## src/rtl/crc16_pkg.sv

```systemverilog
package crc16_pkg;

  localparam int CRC_W  = 16;
  localparam int BYTE_W = 8;

  // Normal-form generator x^16 + x^12 + x^5 + 1
  localparam logic [CRC_W-1:0] POLY_NORMAL = 16'h1021;

  // Strobes passed from control to datapath
  typedef struct packed {
    logic clearAll;
    logic loadByte;
    logic foldByte;
    logic seedAcc;
  } crcStrobes_t;

  function automatic logic [CRC_W-1:0] reflectWord(input logic [CRC_W-1:0] val);
    logic [CRC_W-1:0] outVal;
    for (int i = 0; i < CRC_W; i++) begin
      outVal[i] = val[CRC_W-1-i];
    end
    return outVal;
  endfunction

endpackage

```

## src/rtl/crc16_ctrl.sv

```systemverilog
module crc16_ctrl
  import crc16_pkg::*;
(
  input  logic        rst,
  input  logic        inByteWe,
  input  logic        resultWe,
  output crcStrobes_t strobes
);

  always_comb begin
    strobes.clearAll = rst;
    strobes.loadByte = !rst && inByteWe;
    strobes.seedAcc  = !rst && resultWe;
    // A seed write in the same cycle wins over the fold
    strobes.foldByte = !rst && inByteWe && !resultWe;
  end

endmodule

```

## src/rtl/crc16_datapath.sv

```systemverilog
module crc16_datapath
  import crc16_pkg::*;
#(
  parameter int              DW        = BYTE_W,
  parameter int              CW        = CRC_W,
  parameter logic [CW-1:0]   POLY_REFL = 16'h8408
) (
  input  logic          clk,
  input  crcStrobes_t   strobes,
  input  logic [CW-1:0] wrData,
  output logic [DW-1:0] inByteQ,
  output logic [CW-1:0] accQ
);

  localparam int PAD_W = CW - DW;

  logic [DW-1:0] newByte;
  logic [CW-1:0] stage [0:DW];

  assign newByte  = wrData[DW-1:0];
  assign stage[0] = accQ ^ {{PAD_W{1'b0}}, newByte};

  // One right-shift step per input bit, unrolled
  genvar g;
  generate
    for (g = 0; g < DW; g++) begin : gStep
      assign stage[g+1] = stage[g][0] ? ((stage[g] >> 1) ^ POLY_REFL)
                                      : (stage[g] >> 1);
    end
  endgenerate

  always_ff @(posedge clk) begin
    if (strobes.clearAll) begin
      inByteQ <= '0;
    end else if (strobes.loadByte) begin
      inByteQ <= newByte;
    end
  end

  always_ff @(posedge clk) begin
    if (strobes.clearAll) begin
      accQ <= '0;
    end else if (strobes.seedAcc) begin
      accQ <= wrData;
    end else if (strobes.foldByte) begin
      accQ <= stage[DW];
    end
  end

endmodule

```

## src/rtl/crc16_refl_engine.sv

```systemverilog
module crc16_refl_engine
  import crc16_pkg::*;
#(
  parameter logic [CRC_W-1:0] POLY = POLY_NORMAL
) (
  input  logic              clk,
  input  logic              rst,
  input  logic              inByteWe,
  input  logic              resultWe,
  input  logic [CRC_W-1:0]  wrData,
  output logic [BYTE_W-1:0] inByteOut,
  output logic [CRC_W-1:0]  resultOut
);

  localparam logic [CRC_W-1:0] POLY_REFL = reflectWord(POLY);

  crcStrobes_t strobes;

  crc16_ctrl i_ctrl (
    .rst      (rst),
    .inByteWe (inByteWe),
    .resultWe (resultWe),
    .strobes  (strobes)
  );

  crc16_datapath #(
    .DW        (BYTE_W),
    .CW        (CRC_W),
    .POLY_REFL (POLY_REFL)
  ) i_datapath (
    .clk     (clk),
    .strobes (strobes),
    .wrData  (wrData),
    .inByteQ (inByteOut),
    .accQ    (resultOut)
  );

endmodule

```

## config.mk

```make
export PLATFORM = sky130hd
export DESIGN_NAME = crc16_refl_engine
export DESIGN_NICKNAME = d
export VERILOG_FILES = /design/src/rtl/crc16_pkg.sv /design/src/rtl/crc16_ctrl.sv /design/src/rtl/crc16_datapath.sv /design/src/rtl/crc16_refl_engine.sv
export SDC_FILE = /design/constraint.sdc
export NUM_CORES = 1
export LEC_CHECK = 0
export BUFFER_PORTS_ARGS = -buffer_cell sky130_fd_sc_hd__buf_2
export CAP_MARGIN = 5
export CORE_UTILIZATION = 25
export CTS_BUF_LIST = sky130_fd_sc_hd__clkbuf_16
export CTS_CLUSTER_DIAMETER = 100
export DETAILED_ROUTE_END_ITERATION = 10
export PLACE_DENSITY = 0.55
export SYNTH_ARGS = -nofsm -noshare
export SYNTH_HDL_FRONTEND = slang
export SYNTH_SLANG_ARGS = --single-unit
```

## constraint.sdc

```tcl
create_clock -name clk -period 1.7 [get_ports clk]
set_clock_uncertainty 0.15 [all_clocks]
set_input_delay 0.17 -clock clk [delete_from_list [all_inputs] [get_ports clk]]
set_output_delay 0.17 -clock clk [all_outputs]
set_load 0.01 [all_outputs]
```

---- Word-level counts from Yosys, hierarchy flattened ----
Cells that the tools add are included.
cells by class
  reductions and logical operators ........ 6
  bitwise gates (word level) .............. 9
  muxes and demuxes ....................... 10
operators with widths
  cell                  number
  2-to-1 mux 16 bit     10
  NOT 2 -> 3 bit        8
  XOR 16 x 8 -> 16 bit  1
  logical AND 1 bit     3
  zero test 1 bit       2
  nonzero test 2 bit    1
storage, ports and cells
  output and inout bits ................... 24
  word-level logic and storage cells ...... 27
  register bits after elaboration ......... 24

---- Longest topological paths before layout ----
  depth in word-level cells ............... 19
  gate-level depth with buffers ........... 5
  depth with buffers taken out ............ 4

---- Modules after synthesis ----
A second synthesis with hierarchy kept.
unflattened totals
  cell total of the unflattened synthesis .. 137
  area total of the unflattened synthesis .. 1,276.2 um^2
by module, submodules not included
  module          instances  area each (um^2)  cells an instance
  crc16_datapath  1          1,243.7           133
  crc16_ctrl      1          32.5              4

---- Worst setup path before layout ----
No wires, ideal clock.
  path kind ............................... reg-to-reg
  from .................................... register i_datapath.accQ[2]
  to ...................................... register i_datapath.accQ[14]
  clock period less this slack ............ 1,538 ps
  data arrival time ....................... 1,271 ps
  slack ................................... 162 ps
  buffers on the path ..................... 0
  data required time ...................... 1,433 ps
  cell stages (with the launch flop) ...... 5
  path through ............................ dfxtp_1 xor2_2 xnor2_1 mux2_2 a22o_1
on the way
  word-level cells in the longest chain between the ends .. 11
ends and longest elaborated chain
  what                            line                  RTL
  start: declaration              crc16_datapath.sv:12  output logic [CW-1:0] accQ
  start signal: assignment        crc16_datapath.sv:44  accQ <= wrData;
  start signal: assignment        crc16_datapath.sv:46  accQ <= stage[DW];
  XOR 16 x 8 -> 16 bit            crc16_datapath.sv:21  assign stage[0] = accQ ^ {{PAD_W{1'b0}}, newByte};
  2-to-1 mux 16 bit (8 in a row)  crc16_datapath.sv:27  assign stage[g+1] = stage[g][0] ? ((stage[g] >> 1) ^ POLY_REFL)
  2-to-1 mux 16 bit               crc16_datapath.sv:45  end else if (strobes.foldByte) begin
  2-to-1 mux 16 bit               crc16_datapath.sv:43  end else if (strobes.seedAcc) begin
No other way between the ends. The select of a mux whose other input is x is not followed.
A chain may end at the register's enable or synchronous reset.

---- Worst setup path in the final report ----
Ends and elaborated chain as after synthesis.

==> metrics.txt <==
Final Hold Viols 0; DP Area 0.00150 mm2; CTS tree yes; Clk Latency, worst-skew pair 0.26 ns; design area 0.00166 mm2; clk slew on worst S/H paths 0.06 ns; Post-DRT Antenna Nets 0; Leak Pwr 0.752 nW; leading cell type in the layout, fill and taps excluded buf_2; Tmin final 1.57 ns; Nets 197; total congestion overflow 0; first-pass GRT wire length 4760 um; setup tns final 0 ns; Worst Path Required 1.70 ns; Ports 44; Flop pwr share 39.6%; Die X 70.5 um; routability cong. 0.766; status finished, violations left; Main synth FF type dfxtp_1; syn_area_per_cell 9.95 um2; Critical Path Fanout Max 3; Avg Vias per Cell 4.57; switch share 28.6%; flip-flop and latch area 480 um2; Worst slew margin 72.5%; RSZ-0062 raised after global routing no; Post-synth EDFFs 0; post_cts resized 0; vias in the first global route 913; DRC Markers 10; Finished Layout Cells 227; die area 0.00497 mm2; type of the worst min-delay path input port to flop; Tcrit/Tclk final 92.4%; Avg WL per Cell 13.0 um; Cells after Synth 118; Slew Limit Fails 0; Final setup viols 0; CTS buffer count 3; top-area cell type share of the netlist area 40.9%; Setup crit end kind flop; cell count after placement 216; post-synthesis cell area 0.00117 mm2; Crit path arrival time 1.58 ns; DR pass1 iterations 7; Yosys Warn Count 0; Power Density 1010 mW/mm2; Gate power share 29.6%; VDD IR max 408 uV; CTS Sinks 24; register area share after synthesis 40.9%; Fill cells 474; drt first-iter violations 26; Synth area leaders dfxtp_1, xnor2_1, mux2i_1; Initial Util 26.4%; largest net degree at the start of global routing 14; Yosys cell types 22; Clock power frac 30.8%; largest buffer count on any clock path 2; Routed WL 2960 um; Setup Crit Path Kind flop to flop; Max Freq 0.637 GHz; vias 1,038; clock root cell clkbuf_16; multi-input logic area 661 um2; post-synth net total 138; P&R area growth vs syn 41.0%; NetSw 0.000476 W; type of origin of the critical path flop; violated checks DRC; Async SR Flop Fraction 0%; dpl hpwl 2280 um; Pint 0.00119 W; die height 70.5 um; most frequent cells in the layout buf_2, dfxtp_1, xnor2_1; ANT cells 0; share of layout cells above drive strength 1 36.0%; core area 0.00444 mm2; number of port buffers 43; worst-margin pin slew 0.410 ns; initial antenna violation count 0; Synth area leader dfxtp_1; MaxCap Viol Count 0; Total Routing Usage GR 12.4%; H-tree level count 1; Rows 24; #FFs+latches synth 24
[cells in the mapped netlist (3+ instances only)]
library cell / instances
dfxtp_1: 24
xnor2_1: 17
nor2_1: 15
mux2i_1: 11
a21oi_1: 6
a22o_1: 4
clkbuf_1: 4
mux2_2: 4
nor3b_1: 4
o22ai_1: 4
xor2_1: 4
a211oi_1: 3
a32oi_1: 3
o21ai_0: 3
xor2_2: 3
[path summary, 6_finish.rpt]
kind	startpoint	end	slack, ns	cells past startpoint
worst max-delay path	i_datapath.accQ[2]	i_datapath.accQ[14]	0.13	4
worst min-delay path	wrData[5]	i_datapath.inByteQ[5]	0.04	3
worst max register to register	i_datapath.accQ[2]	i_datapath.accQ[14]	0.13	4
worst min register to register	i_datapath.inByteQ[3]	i_datapath.inByteQ[3]	0.33	2
[logic make-up after synthesis]
kind of cell / after synthesis / synth area share, %
compound gates: 26 / 15.1
xor+xnor: 24 / 19.8
flops: 24 / 40.9
simple gates: 21 / 8.10
mux: 15 / 13.2
buf+inv: 8 / 2.77
[per-stage QoR]
step	setup slack [ns]	total power [W]	utilization [%]	hold slack (ns)
finish	0.130	0.00167	37.2	0.0386
global route	0.0383	0.00176	37.2	0.0499
CTS	0.117	0.00168	37.2	0.0415
detailed placement	0.128	0.00116	33.8	0.240
global placement	0.159	0.00116	33.8	0.236
floorplan	0.162	0.000982	-	0.139
[layout make-up]
cell class | instances | share of cell area [%]
flip-flops and latches | 24 | 29.0
repair buffers | 61 | 22.4
multi-input cells | 86 | 39.9
clock buffers | 3 | 4.54
inverters | 1 | 0.227
well taps | 52 | 3.93
[state kept, by name, summed over array words and instances (netlist names)]
register / flops
i_datapath.accQ: 16
i_datapath.inByteQ: 8
[layer usage]
metal / GRT usage, % / part of all wire, % / up-vias
met5: 0 / 0 / -
met2: 17.8 / 43 / 32
li1: - / - / 532
met3: 2.45 / 5.3 / 4
met4: 4.76 / 1.4 / 0
met1: 18.2 / 50 / 470
[power by group through the flow]
stage / sequential [W] / combinational (W) / clock [W]
3_5_place_dp: 0.000674 / 0.000484 / 0
2_1_floorplan: 0.000695 / 0.000287 / 0
4_1_cts: 0.000661 / 0.000500 / 0.000523
6_report: 0.000661 / 0.000493 / 0.000514
5_1_grt: 0.000669 / 0.000540 / 0.000550
3_3_place_gp: 0.000675 / 0.000484 / 0
[worst max-delay path, stage by stage (launching register included)]
cell	delay, ns
dfxtp_1	0.38
xor2_2	0.26
xnor2_1	0.17
mux2_2	0.29
a22o_1	0.22
[timing repair]
item	4_1_cts	5_1_grt
endpoints found under the hold margin	8	0
hold buffers	8	0
setup buffers	0	0
setup endpoints to repair	0	0
Power figures use the tool's default switching activity.
